[src/rtl/bshift_pkg.sv]
package bshift_pkg;
  typedef enum logic [1:0] {
    SK_LSL = 2'b00,
    SK_LSR = 2'b01,
    SK_ASR = 2'b10,
    SK_ROR = 2'b11
  } shift_kind_e;
endpackage

[src/rtl/bshift_amount.sv]
// Resolves the requested amount and the special cases into controls.
module bshift_amount
  import bshift_pkg::*;
#(
  parameter int DATA_W = 32,
  parameter int BYTE_W = 8,
  parameter int IMM_W  = 5,
  parameter int SH_W   = 6,
  parameter int ROT_W  = 5
) (
  input  shift_kind_e        kind,
  input  logic               use_reg,
  input  logic [IMM_W-1:0]   imm_amt,
  input  logic [BYTE_W-1:0]  reg_amt,
  output logic               keep,
  output logic               rrx,
  output logic [SH_W-1:0]    lin_amt,
  output logic [ROT_W-1:0]   rot_amt
);
  localparam logic [BYTE_W-1:0] FULL_W = BYTE_W'(DATA_W);
  localparam logic [SH_W-1:0]   SAT_W  = SH_W'(DATA_W + 1);

  logic [BYTE_W-1:0] req_amt;
  logic              imm_zero;

  always_comb begin
    req_amt  = use_reg ? reg_amt : BYTE_W'(imm_amt);
    imm_zero = !use_reg && (imm_amt == '0);
    keep     = (use_reg && (reg_amt == '0)) || (imm_zero && (kind == SK_LSL));
    rrx      = imm_zero && (kind == SK_ROR);
    if (imm_zero)               lin_amt = SH_W'(DATA_W);
    else if (req_amt > FULL_W)  lin_amt = SAT_W;
    else                        lin_amt = SH_W'(req_amt);
    rot_amt  = req_amt[ROT_W-1:0];
  end
endmodule

[src/rtl/bshift_linear.sv]
// Right shifter over {data, guard}; guard bit ends up holding the carry.
module bshift_linear #(
  parameter int DATA_W = 32,
  parameter int SH_W   = 6
) (
  input  logic [DATA_W-1:0] data,
  input  logic              fill,
  input  logic [SH_W-1:0]   amt,
  output logic [DATA_W-1:0] res,
  output logic              carry
);
  localparam int VW = DATA_W + 1;

  logic [VW-1:0] stage [0:SH_W];

  assign stage[0] = {data, 1'b0};

  for (genvar g = 0; g < SH_W; g++) begin : g_stage
    localparam int STEP = 1 << g;
    if (STEP < VW) begin : g_part
      assign stage[g+1] = amt[g] ? {{STEP{fill}}, stage[g][VW-1:STEP]} : stage[g];
    end else begin : g_all
      assign stage[g+1] = amt[g] ? {VW{fill}} : stage[g];
    end
  end

  assign res   = stage[SH_W][VW-1:1];
  assign carry = stage[SH_W][0];
endmodule

[src/rtl/bshift_rotate.sv]
// Logarithmic right rotator.
module bshift_rotate #(
  parameter int DATA_W = 32,
  parameter int ROT_W  = 5
) (
  input  logic [DATA_W-1:0] data,
  input  logic [ROT_W-1:0]  amt,
  output logic [DATA_W-1:0] res
);
  logic [DATA_W-1:0] stage [0:ROT_W];

  assign stage[0] = data;

  for (genvar g = 0; g < ROT_W; g++) begin : g_stage
    localparam int STEP = (1 << g) % DATA_W;
    if (STEP == 0) begin : g_id
      assign stage[g+1] = stage[g];
    end else begin : g_rot
      assign stage[g+1] = amt[g] ? {stage[g][STEP-1:0], stage[g][DATA_W-1:STEP]} : stage[g];
    end
  end

  assign res = stage[ROT_W];
endmodule

[src/rtl/bshift_operand.sv]
module bshift_operand
  import bshift_pkg::*;
#(
  parameter int DATA_W = 32,
  parameter int BYTE_W = 8
) (
  input  logic [DATA_W-1:0]         src_val,
  input  logic [1:0]                shift_kind,
  input  logic                      use_reg_amt,
  input  logic [$clog2(DATA_W)-1:0] imm_amt,
  input  logic [DATA_W-1:0]         amt_reg_val,
  input  logic                      carry_in,
  output logic [DATA_W-1:0]         operand_out,
  output logic                      carry_out
);
  localparam int IMM_W = $clog2(DATA_W);
  localparam int ROT_W = IMM_W;
  localparam int SH_W  = $clog2(DATA_W + 2);

  shift_kind_e       kind;
  logic              keep, rrx;
  logic [SH_W-1:0]   lin_amt;
  logic [ROT_W-1:0]  rot_amt;
  logic [DATA_W-1:0] src_rev, lin_in, lin_res, lin_res_rev, rot_res;
  logic              lin_fill, lin_carry, go_left;

  assign kind    = shift_kind_e'(shift_kind);
  assign go_left = (kind == SK_LSL);

  bshift_amount #(
    .DATA_W(DATA_W), .BYTE_W(BYTE_W), .IMM_W(IMM_W), .SH_W(SH_W), .ROT_W(ROT_W)
  ) u_amount (
    .kind    (kind),
    .use_reg (use_reg_amt),
    .imm_amt (imm_amt),
    .reg_amt (amt_reg_val[BYTE_W-1:0]),
    .keep    (keep),
    .rrx     (rrx),
    .lin_amt (lin_amt),
    .rot_amt (rot_amt)
  );

  // Left shifts run through the right shifter on the bit-reversed word.
  for (genvar i = 0; i < DATA_W; i++) begin : g_rev
    assign src_rev[i]     = src_val[DATA_W-1-i];
    assign lin_res_rev[i] = lin_res[DATA_W-1-i];
  end

  assign lin_in   = go_left ? src_rev : src_val;
  assign lin_fill = (kind == SK_ASR) ? src_val[DATA_W-1] : 1'b0;

  bshift_linear #(.DATA_W(DATA_W), .SH_W(SH_W)) u_linear (
    .data  (lin_in),
    .fill  (lin_fill),
    .amt   (lin_amt),
    .res   (lin_res),
    .carry (lin_carry)
  );

  bshift_rotate #(.DATA_W(DATA_W), .ROT_W(ROT_W)) u_rotate (
    .data (src_val),
    .amt  (rot_amt),
    .res  (rot_res)
  );

  always_comb begin
    if (keep) begin
      operand_out = src_val;
      carry_out   = carry_in;
    end else if (rrx) begin
      operand_out = {carry_in, src_val[DATA_W-1:1]};
      carry_out   = src_val[0];
    end else if (kind == SK_ROR) begin
      operand_out = rot_res;
      carry_out   = rot_res[DATA_W-1];
    end else begin
      operand_out = go_left ? lin_res_rev : lin_res;
      carry_out   = lin_carry;
    end
  end
endmodule

[config.mk]
export PLATFORM = sky130hd
export DESIGN_NAME = bshift_operand
export DESIGN_NICKNAME = d
export VERILOG_FILES = /design/src/rtl/bshift_pkg.sv /design/src/rtl/bshift_amount.sv /design/src/rtl/bshift_linear.sv /design/src/rtl/bshift_rotate.sv /design/src/rtl/bshift_operand.sv
export SDC_FILE = /design/constraint.sdc
export NUM_CORES = 1
export LEC_CHECK = 0
export ABC_CLOCK_PERIOD_IN_PS = 7760
export BUFFER_PORTS_ARGS = -buffer_cell sky130_fd_sc_hd__buf_2
export CAP_MARGIN = 0
export CORE_ASPECT_RATIO = 1.1
export CORE_MARGIN = 2
export CORE_UTILIZATION = 45
export DETAILED_ROUTE_END_ITERATION = 10
export GPL_ROUTABILITY_DRIVEN = 0
export PLACE_DENSITY = 0.66
export RECOVER_POWER = 100
export SETUP_SLACK_MARGIN = 0.05
export SLEW_MARGIN = 20
export SYNTH_ARGS = -nofsm -noshare
export SYNTH_HDL_FRONTEND = slang
export SYNTH_HIERARCHICAL = 1
export SYNTH_SLANG_ARGS = --single-unit
[constraint.sdc]
create_clock -name vclk -period 7.76
set_input_delay 0.776 -clock vclk [all_inputs]
set_output_delay 0.776 -clock vclk [all_outputs]
set_load 0.01 [all_outputs]
==> impl_metrics.tcl <==
set metrics [dict create \
    max_slew_margin_pct 12.8 \
    crit_fanout 35 \
    end_kind "primary output" \
    ioPinCount 106 \
    grt_pass1_wl_um 38400 \
    finalPower_w 0.000787 \
    drt_pass1_iterations 6 \
    cap_violations 0 \
    vias 6655 \
    avgSynthCellArea_um2 9.94 \
    drt-wirelength-per-cell_um 29.3 \
    fin_setup_tns_ns 0 \
    netlist_top_cells_area "mux4_2 (31%), mux2_2 (18%), mux2i_1 (12%)" \
    avgViaCountPerCell 7.62 \
    ir_worst_vdd_v 0.0000671 \
    grt_max_degree 71 \
    hold_viol_final 0 \
    rows 46 \
    required_ns 6.98 \
    fillers 1380 \
    cts_resized 0 \
    ff_latch_area_um2 0 \
    antenna_found_initial 0 \
    setup_viol 0 \
    drive_gt1_share_pct 45.4 \
    syn_inst 665 \
    ys_types 70 \
    slew_viol_final 0 \
    startpoint_type "input pin" \
    period_share_pct 86.1 \
    die-area_um2 15700 \
    power_density_nw_per_um2 115 \
    cp.arrival_ns 5.91 \
    worst-setup-path-type "input pin to primary output" \
    fp.dieW_um 120 \
    gr-usage-all-layers_pct 31.1 \
    syn_nets 738 \
    yosys.area.top_type "mux4_2" \
    hold_buffers 0 \
    hpwl_um 19100 \
    yosysSeqAreaShare_pct 0 \
    leakage_nw 2.44 \
    max_freq_mhz 150 \
    hold_depth 4 \
    grt_overflow 0 \
    area_delta_synth_final_pct 3.41 \
    drt_iter0_markers 1304 \
    core-area_um2 14400 \
    ys_warn_count 6 \
    die_h_um 131 \
    status "finished clean" \
    grt_pass1_vias 6545 \
    drc 0 \
    routed_wl_um 25600 \
    ant_nets 0 \
    n_antenna_cell 0 \
    worstMarginPinSlew_ns 1.31 \
    fin_crit_ns 6.68 \
    io_buffers 82 \
    clockBufferCount 0 \
    yosys.area.top_type_share_pct 31.0 \
    nets 756 \
    postCtsSetupRepairBufs 0 \
    n_sequential_cell 0 \
    hold_path_class "input pin to primary output" \
    netlist_area_um2 6610 \
    initial_core_util_pct 45.9 \
    rsz0062_at_grt "false" \
]
[cells in the mapped netlist (3+ instances only)]
cell,n
a21bo_2,3
a21oi_1,14
a21oi_2,27
a221o_1,3
a221oi_1,3
a22oi_1,7
a31oi_1,7
and2_1,3
and3_1,4
buf_1,5
buf_12,5
buf_2,22
buf_4,6
buf_6,6
clkbuf_1,29
inv_1,10
mux2_1,16
mux2_2,104
mux2_4,4
mux2i_1,78
mux4_2,91
nand2_1,46
nand2b_1,7
nand3_1,13
nor2_1,20
nor2b_1,8
nor3_1,5
o2111ai_1,4
o21ai_0,11
o22a_1,3
o22ai_1,39
o311ai_0,5
o31ai_1,6
or2_2,4
or3_1,3
[kinds of logic after synthesis]
kind of cell	count (synthesis)	synth area share, %
multiplexers	294	64.6
AO/OA/AOI/OAI	159	18.1
AND/OR/NAND/NOR	125	9.43
buffers and inverters	87	7.89
[final cells by class]
type               count  area, um^2  share of cell area, %
inverters             11        41.3                  0.604
well taps            192         240                   3.52
repair buffers        92         455                   6.66
multi-input cells    578        6100                   89.2
[worst max-delay path, stage by stage]
cell and delay [ns]:
buf_2 0.17, mux2_1 1.09, nor2b_2 0.31, buf_4 0.34, clkinv_1 0.83, mux4_2 0.83, a2bb2o_4 0.22, or4_1 0.50
a21boi_1 0.18, a311oi_1 0.34, o31ai_1 0.12, clkbuf_1 0.17
[final timing paths]
kind                   startpoint   endpoint  slack, ns
worst max-delay path  use_reg_amt  carry_out       1.08
worst min-delay path     carry_in  carry_out       1.91
[stage by stage]
stage / cells / hold slack (ns) / area [um^2] / worst slack [ns] / util (%)
final: 873 / 1.91 / 6830 / 1.08 / 47.5
after global routing: 873 / 1.95 / 6830 / 0.803 / 47.5
after CTS: 873 / 1.88 / 6880 / 1.58 / 47.8
after detailed placement: 873 / 1.88 / 6880 / 1.56 / 47.8
after global placement: 873 / 1.89 / 6880 / 1.71 / 47.8
after floorplan: 665 / 1.68 / 6610 / 3.28 / -
[cells in the final DEF (no fill, tap or decap), types with 5 or more instances in the layout]
| cell | instances |
|---|---|
| a21oi_1 | 14 |
| a21oi_2 | 27 |
| a221oi_1 | 5 |
| a22oi_1 | 7 |
| a31oi_1 | 7 |
| buf_2 | 55 |
| buf_4 | 11 |
| clkbuf_1 | 26 |
| inv_1 | 9 |
| mux2_1 | 18 |
| mux2_2 | 102 |
| mux2i_1 | 78 |
| mux4_2 | 91 |
| nand2_1 | 46 |
| nand2b_1 | 7 |
| nand3_1 | 13 |
| nor2_1 | 18 |
| nor2b_1 | 8 |
| nor3_1 | 5 |
| o21ai_0 | 11 |
| o22ai_1 | 39 |
| o311ai_0 | 5 |
| o31ai_1 | 6 |
[layer usage]
metal	global-route usage (%)	part of all wire [%]	up-vias
met1	37.6	34	3150
li1	-	-	2765
met5	0	0	-
met2	49.5	45	572
met4	21.6	9.1	0
met3	6.29	12	168
[power breakdown]
| part | internal, W | switching (W) | total, W |
|---|---|---|---|
| Combinational | 0.000354 | 0.000433 | 0.000787 |
| Clock | 0 | 0 | 0 |
| Sequential | 0 | 0 | 0 |
Note: power is estimated with default switching activity, not from simulation.
